## config.mk

```make
export PLATFORM = sky130hd
export DESIGN_NAME = ref_ratio_divider
export DESIGN_NICKNAME = d
export VERILOG_FILES = /design/src/rtl/refdiv_pkg.sv /design/src/rtl/refdiv_decode.sv /design/src/rtl/refdiv_ratio_reg.sv /design/src/rtl/refdiv_counter.sv /design/src/rtl/ref_ratio_divider.sv
export SDC_FILE = /design/constraint.sdc
export NUM_CORES = 1
export LEC_CHECK = 0
export BUFFER_PORTS_ARGS = -buffer_cell sky130_fd_sc_hd__buf_2
export CORE_MARGIN = 2
export CORE_UTILIZATION = 60
export DETAILED_ROUTE_END_ITERATION = 8
export GPL_TIMING_DRIVEN = 0
export PLACE_DENSITY = 0.79
export SLEW_MARGIN = 40
export SYNTH_ARGS = -nofsm -noshare
export SYNTH_HDL_FRONTEND = slang
export SYNTH_SLANG_ARGS = --single-unit
```

## constraint.sdc

```tcl
create_clock -name clk_i -period 6.2 [get_ports clk_i]
set_input_delay 1.55 -clock clk_i [delete_from_list [all_inputs] [get_ports clk_i]]
set_output_delay 1.55 -clock clk_i [all_outputs]
set_load 0.03 [all_outputs]
```

## src/rtl/refdiv_pkg.sv

```systemverilog
`timescale 1ns/1ps
// Shared constants and types for the coded reference divider.
// Assumes the code has one family bit above SEL_W selector bits.
package refdiv_pkg;
    localparam int SEL_W     = 3;   // selector bits below the family bit
    localparam int CODE_W    = SEL_W + 1;
    localparam int POW_BASE  = 2;   // smallest ratio of the power-of-two family
    localparam int ODD_BASE  = 5;   // smallest ratio of the x5 family
    localparam int POW_MAX   = POW_BASE << ((1 << SEL_W) - 1);
    localparam int ODD_MAX   = ODD_BASE << ((1 << SEL_W) - 2);
    localparam int MAX_RATIO = (POW_MAX > ODD_MAX) ? POW_MAX : ODD_MAX;
    localparam int CNT_W     = $clog2(MAX_RATIO + 1);

    typedef logic [CNT_W-1:0] ratio_t;

    localparam ratio_t RESET_RATIO = ratio_t'(POW_BASE);
endpackage

```

## src/rtl/refdiv_decode.sv

```systemverilog
`timescale 1ns/1ps
// Decodes the ratio code into a division ratio and a validity flag.
// Purely combinational. The code with the family bit set and a zero
// selector is reserved and reported invalid.
module refdiv_decode
    import refdiv_pkg::*;
(
    input  logic [CODE_W-1:0] code_i,
    output ratio_t            ratio_o,
    output logic              valid_o
);
    logic [SEL_W-1:0] sel;
    logic             fam;

    assign sel = code_i[SEL_W-1:0];
    assign fam = code_i[SEL_W];

    // Map family and selector onto the ratio.
    always_comb begin
        valid_o = 1'b1;
        ratio_o = ratio_t'(POW_BASE) << sel;
        if (fam) begin
            if (sel == '0) begin
                valid_o = 1'b0;
                ratio_o = '0;
            end else begin
                ratio_o = ratio_t'(ODD_BASE) << (sel - SEL_W'(1));
            end
        end
    end
endmodule

```

## src/rtl/refdiv_ratio_reg.sv

```systemverilog
`timescale 1ns/1ps
// Holds the ratio in use. A decoded ratio is accepted only on the
// terminal-count cycle and only when the code is valid.
module refdiv_ratio_reg
    import refdiv_pkg::*;
(
    input  logic   clk_i,
    input  logic   rst_ni,
    input  logic   tc_i,
    input  logic   valid_i,
    input  ratio_t ratio_i,
    output ratio_t ratio_o
);
    ratio_t ratio_q;

    // Load a new ratio at the period boundary.
    always_ff @(posedge clk_i) begin
        if (!rst_ni)
            ratio_q <= RESET_RATIO;
        else if (tc_i && valid_i)
            ratio_q <= ratio_i;
    end

    assign ratio_o = ratio_q;
endmodule

```

## src/rtl/refdiv_counter.sv

```systemverilog
`timescale 1ns/1ps
// Period counter with registered square-wave and start-strobe outputs.
// Assumes a ratio of at least 2 that does not change between terminal counts.
module refdiv_counter
    import refdiv_pkg::*;
(
    input  logic   clk_i,
    input  logic   rst_ni,
    input  ratio_t ratio_i,
    output ratio_t cnt_o,
    output logic   tc_o,
    output logic   div_o,
    output logic   pulse_o
);
    ratio_t cnt_q;
    ratio_t cnt_next;
    ratio_t half;
    logic   div_q;
    logic   pulse_q;

    assign half = ratio_i >> 1;
    assign tc_o = (cnt_q == ratio_i - ratio_t'(1));

    // Advance the count and wrap it at the terminal count.
    always_comb begin
        if (tc_o) cnt_next = '0;
        else      cnt_next = cnt_q + ratio_t'(1);
    end

    // Register the count and both outputs from the next count.
    always_ff @(posedge clk_i) begin
        if (!rst_ni) begin
            cnt_q   <= '0;
            div_q   <= 1'b1;
            pulse_q <= 1'b1;
        end else begin
            cnt_q   <= cnt_next;
            div_q   <= tc_o ? 1'b1 : (cnt_next < half);
            pulse_q <= tc_o;
        end
    end

    assign cnt_o   = cnt_q;
    assign div_o   = div_q;
    assign pulse_o = pulse_q;
endmodule

```

## src/rtl/ref_ratio_divider.sv

```systemverilog
`timescale 1ns/1ps
// Coded reference frequency divider: divides the reference clock by a
// ratio chosen with a 4-bit code, switching ratios only at period ends.
// Assumes a synchronous active-low reset and a code that is static
// relative to clk_i.
module ref_ratio_divider
    import refdiv_pkg::*;
(
    input  logic              clk_i,
    input  logic              rst_ni,
    input  logic [CODE_W-1:0] ratio_code_i,
    output logic              div_o,
    output logic              pulse_o,
    output logic              code_bad_o
);
    ratio_t dec_ratio;
    logic   dec_valid;
    ratio_t ratio_w;
    ratio_t cnt_w;
    logic   tc_w;

    refdiv_decode u_dec (
        .code_i  (ratio_code_i),
        .ratio_o (dec_ratio),
        .valid_o (dec_valid)
    );

    refdiv_ratio_reg u_ratio (
        .clk_i   (clk_i),
        .rst_ni  (rst_ni),
        .tc_i    (tc_w),
        .valid_i (dec_valid),
        .ratio_i (dec_ratio),
        .ratio_o (ratio_w)
    );

    refdiv_counter u_cnt (
        .clk_i   (clk_i),
        .rst_ni  (rst_ni),
        .ratio_i (ratio_w),
        .cnt_o   (cnt_w),
        .tc_o    (tc_w),
        .div_o   (div_o),
        .pulse_o (pulse_o)
    );

    assign code_bad_o = ~dec_valid;
endmodule

```

# After elaboration in Yosys (flattened, before gate mapping)
# Index checks and enable logic that the tools add are counted.
[classes] n_addsub=3 magnitude_cmp=1 eq_ne=1 shift=2 mux=5 bitwise=2 reduce_logical=3
[ops] op="2-to-1 mux 9 bit" count=3
[ops] op="adder 9 x 1 -> 9 bit, second input constant" count=1
[ops] op="== test 9 bit" count=1
[ops] op="< comparator 9 x 8 -> 1 bit" count=1
[ops] op="left shift 2 x 3 -> 9 bit, first input constant" count=1
[ops] op="left shift 3 x 3 -> 9 bit, first input constant" count=1
[ops] op="subtractor 9 x 1 -> 9 bit, second input constant" count=1
[ops] op="logical NOT 3 bit" count=1
[ops] op="subtractor 3 x 1 -> 3 bit, second input constant" count=1
[ops] op="2-to-1 mux 1 bit" count=2
[ops] op="inverter 1 bit" count=2
[ops] op="OR reduction 2 bit" count=1
[ops] op="logical AND 1 bit" count=1
[totals] register_bits=20 word_cells=21

# Depth between registers and ports, before layout
[logic_depth] depth_word=4 ltp_mapped=17 ltp_nobuf=15

# Modules after synthesis
# A second synthesis with hierarchy kept.
[unflattened] hier_cells=172 area_unflattened_um2=1498.9
[by_module_without_submodules] module="refdiv_counter" instances=1 cells_per_inst=111 area_per_inst_um2=957.2
[by_module_without_submodules] module="refdiv_ratio_reg" instances=1 cells_per_inst=42 area_per_inst_um2=402.9
[by_module_without_submodules] module="refdiv_decode" instances=1 cells_per_inst=18 area_per_inst_um2=135.1
[by_module_without_submodules] module="ref_ratio_divider" instances=1 cells_per_inst=1 area_per_inst_um2=3.8

# Worst setup path after synthesis
# OpenSTA, ideal clock, no wires.
[synth_path] path_type="in2out" from="input port ratio_code_i[3]" to="output port code_bad_o" t_arrival_ns=2.240 setup_slack_ns=2.410 stages=3 n_path_buf=0 cell_sequence="nor2b_1 nand2b_1 nor2_1"
[synth_between] elab_chain_cells=2
[synth_lines] element="start, declared" line="ref_ratio_divider.sv:11" rtl="input logic [CODE_W-1:0] ratio_code_i,"
[synth_lines] element="2-to-1 mux 1 bit" line="refdiv_decode.sv:22" rtl="if (fam) begin"
[synth_lines] element="inverter 1 bit" line="ref_ratio_divider.sv:47" rtl="assign code_bad_o = ~dec_valid;"
[synth_lines] element="end, declared" line="ref_ratio_divider.sv:14" rtl="output logic code_bad_o"
# Every way passes these cells.

# Worst setup path in the final report
[layout_path] from="register u_ratio.ratio_q[0], in the netlist u_ratio.ratio_o[0]" to="register u_cnt.div_q, in the netlist u_cnt.div_o"
[layout_between] elab_chain_cells=4
[layout_lines] element="start, declared" line="refdiv_ratio_reg.sv:14" rtl="ratio_t ratio_q;"
[layout_lines] element="start signal, assigned" line="refdiv_ratio_reg.sv:21" rtl="ratio_q <= ratio_i;"
[layout_lines] element="subtractor 9 x 1 -> 9 bit" line="refdiv_counter.sv:22" rtl="assign tc_o = (cnt_q == ratio_i - ratio_t'(1));"
[layout_lines] element="== test 9 bit" line="refdiv_counter.sv:22"
[layout_lines] element="2-to-1 mux 9 bit" line="refdiv_counter.sv:26" rtl="if (tc_o) cnt_next = '0;"
[layout_lines] element="named net u_cnt.cnt_next[2]" line="refdiv_counter.sv:16" rtl="ratio_t cnt_next;"
[layout_lines] element="< comparator 9 x 8 -> 1 bit" line="refdiv_counter.sv:38" rtl="div_q <= tc_o ? 1'b1 : (cnt_next < half);"
[layout_lines] element="end signal, assigned" line="refdiv_counter.sv:38"
[layout_lines] element="end, declared" line="refdiv_counter.sv:18" rtl="logic div_q;"
# The timed path passes the listed nets, and every way through them passes these cells.
# A chain may end at the register's enable or synchronous reset.

==> flow_metrics.tcl <==
set metrics [dict create \
    initial_core_util_pct 62.3 \
    synth_common_cells "dfxtp_1, nor2_1, inv_1, nand2_1, ha_1" \
    cts_tree "done" \
    hpwl_mm 2.17 \
    grt_first_pass_wirelength_mm 4.77 \
    ys_warn_count 0 \
    required_ps 6400 \
    whs_ps 540 \
    peakVddDrop_mv 0.316 \
    cts_setup_buffers 0 \
    seq_area_frac_synth_pct 29.6 \
    numCtsBuffers 3 \
    setup_viol 0 \
    clock-sinks 20 \
    cts-root-buf "clkbuf_4" \
    worstPathArrival_ps 4020 \
    grt_use_total_pct 24.5 \
    cp-end-kind "register" \
    antenna_left 0 \
    syn_avg_cell_area_um2 8.95 \
    wire_per_inst_um 14.3 \
    cts_max_level 1 \
    crit_path_start_kind "register" \
    grt_pass1_vias 1088 \
    setup-tns-final_ps 0 \
    status "finished, final reports clean" \
    port_buffers 8 \
    regArea_um2 400 \
    postCtsHoldBufs 0 \
    netlist_area_um2 1350 \
    tightest_slew_ps 530 \
    io_pins 9 \
    cts_resized 0 \
    synth_seq_cells 20 \
    fin_worst_skew_ps 3.43 \
    antenna_found_initial 0 \
    chipHeight_um 51.5 \
    slew_headroom_pct 64.7 \
    maxCapViolations 0 \
    highest_layer "met4" \
    cts.reportedPaths.clkPinSlew_ps 110 \
    synth_fp_nets 166 \
    yosysUniqueCellTypes 46 \
    hold-path-endpoint "u_ratio.ratio_o[8]$_SDFFE_PN0P_" \
    drt_first_pass_iters 4 \
    powerDensity_nw_per_um2 487 \
    fin_util_pct 67.4 \
    grt_max_degree 12 \
    die_x_um 51.5 \
    drc_errors 0 \
    r2r_slack_ps 2390 \
    synth.most_common_cell "dfxtp_1" \
    vias 1129 \
    routed_wl_mm 2.73 \
    diodes 0 \
    routedLengthMet1_mm 1.29 \
    reg2reg_to "u_cnt.div_o$_SDFF_PP1_" \
    ff2ff_path_depth 17 \
    multiInputGateArea_um2 867 \
    async_flop_share_pct 0 \
    viasPerCell 5.91 \
    num_rows 17 \
    synth_edf_count 0 \
    grt_overflow 0 \
    fillers 190 \
    nets 179 \
    fmax_mhz 262 \
    wl_met2_mm 1.26 \
    synth.top_cell.area_share_pct 29.6 \
    worstPathMaxFanout 10 \
    hold_path.class "register to register" \
    core_area_um2 2170 \
    clk_latency_ps 300 \
    drt_iter0_drc 30 \
    period_share_pct 61.5 \
    gp_congestion 0.832 \
    cts_max_path_buffers 2 \
    crit_type "register to register" \
    hold_viol_final 0 \
    rsz0062_at_grt "false" \
    yosys_most_used_dff "dfxtp_1" \
    min_path_cells 2 \
    synth_area_leader_cell "dfxtp_1" \
    drive_above_1_share_pct 16.0 \
    synth_area_leaders "dfxtp_1, ha_1, xnor2_1" \
    p_leak_nw 0.581 \
    min-delay-start "u_ratio.ratio_o[8]$_SDFFE_PN0P_" \
    die-area_um2 2650 \
    period_minus_slack_ps 3810 \
    wl_met3_um 120 \
    syn2layout_area_growth_pct 8.24 \
    netlist_instances 151 \
    r2r-start "u_ratio.ratio_o[0]$_SDFFE_PN0P_" \
    slew_viol_final 0 \
]
## final cells by class
type | count | area share, %
multi-input cells | 114 | 59.3
plain buffers | 7 | 3.17
inverters | 10 | 2.57
well taps | 28 | 2.40
clock buffers | 4 | 2.48
flip-flops and latches | 20 | 27.4
repair buffers | 8 | 2.74
## worst max-delay path by stage
| stage | end | cells past startpoint | slack, ps | start |
|---|---|---|---|---|
| floorplan | code_bad_o | 3 | 2410 | ratio_code_i[3] |
| global placement | code_bad_o | 5 | 2410 | ratio_code_i[1] |
| detailed placement | u_cnt.div_o$_SDFF_PP1_ | 17 | 2380 | u_ratio.ratio_o[0]$_SDFFE_PN0P_ |
| CTS | u_cnt.div_o$_SDFF_PP1_ | 17 | 2340 | u_ratio.ratio_o[0]$_SDFFE_PN0P_ |
| global route | u_cnt.div_o$_SDFF_PP1_ | 17 | 2070 | u_ratio.ratio_o[0]$_SDFFE_PN0P_ |
| finish | u_cnt.div_o$_SDFF_PP1_ | 17 | 2390 | u_ratio.ratio_o[0]$_SDFFE_PN0P_ |
## cell usage in the layout (no fill, tap or decap), drive strengths merged, types with 2 or more instances in the layout
| master | Yosys | routed |
|---|---|---|
| dfxtp | 20 | 20 |
| nor2 | 12 | 12 |
| inv | 10 | 10 |
| nand2 | 10 | 10 |
| buf | 2 | 10 |
| nor3 | 10 | 10 |
| ha | 9 | 9 |
| clkbuf | 5 | 9 |
| nand3 | 8 | 8 |
| xnor2 | 8 | 8 |
| xor2 | 7 | 7 |
| o32ai | 7 | 7 |
| a21oi | 4 | 4 |
| nor2b | 4 | 4 |
| nand4 | 4 | 4 |
| nand2b | 3 | 3 |
| and3 | 3 | 3 |
| a221o | 2 | 2 |
| o22ai | 2 | 2 |
| o311ai | 2 | 2 |
| and2 | 2 | 2 |
## critical path, cell delays in order (launching register included)
cell	delay (ps)
dfxtp_1	440
inv_1	70
ha_1	260
o21ba_1	210
a221o_1	380
a2111oi_4	340
o21a_4	240
and2_4	150
buf_6	110
buf_8	120
nor2_1	60
ha_1	310
a21o_1	160
a21oi_1	140
nor2b_1	70
o31ai_1	260
a21oi_1	100
o311ai_0	290
## stage by stage
| step | worst slack (ps) | cells | cell area [um^2] | power [mW] |
|---|---|---|---|---|
| floorplan | 2410 | 151 | 1350 | 0.547 |
| global placement | 2410 | 187 | 1430 | 0.614 |
| detailed placement | 2380 | 187 | 1430 | 0.634 |
| CTS | 2340 | 191 | 1460 | 0.712 |
| global route | 2070 | 191 | 1460 | 0.766 |
| finish | 2390 | 191 | 1460 | 0.712 |
## routing by layer
metal	global-route usage, %	vias to the layer above
li1	-	573
met1	32.2	517
met2	40.8	28
met3	3.51	11
met4	8.33	0
met5	0	-
## flip-flops by register name, summed over array words and instances, names as in the netlist
| signal | count |
|---|---|
| u_ratio.ratio_o | 9 |
| u_cnt.cnt_o | 9 |
| u_cnt.pulse_o | 1 |
| u_cnt.div_o | 1 |
## cell families after synthesis
family | count (synthesis) | share of synthesized area (%)
buf+inv | 17 | 6.20
simple gates | 61 | 25.5
xor+xnor | 15 | 9.72
flops | 20 | 29.6
mux | 1 | 0.741
fa+ha+maj | 9 | 8.33
compound gates | 28 | 19.9
## report_power, final
group          switching [mW]  internal, mW  total (mW)
combinational           0.241         0.208       0.450
sequential             0.0296         0.156       0.186
clock                  0.0407        0.0358      0.0765
(Power assumes the default switching activity.)
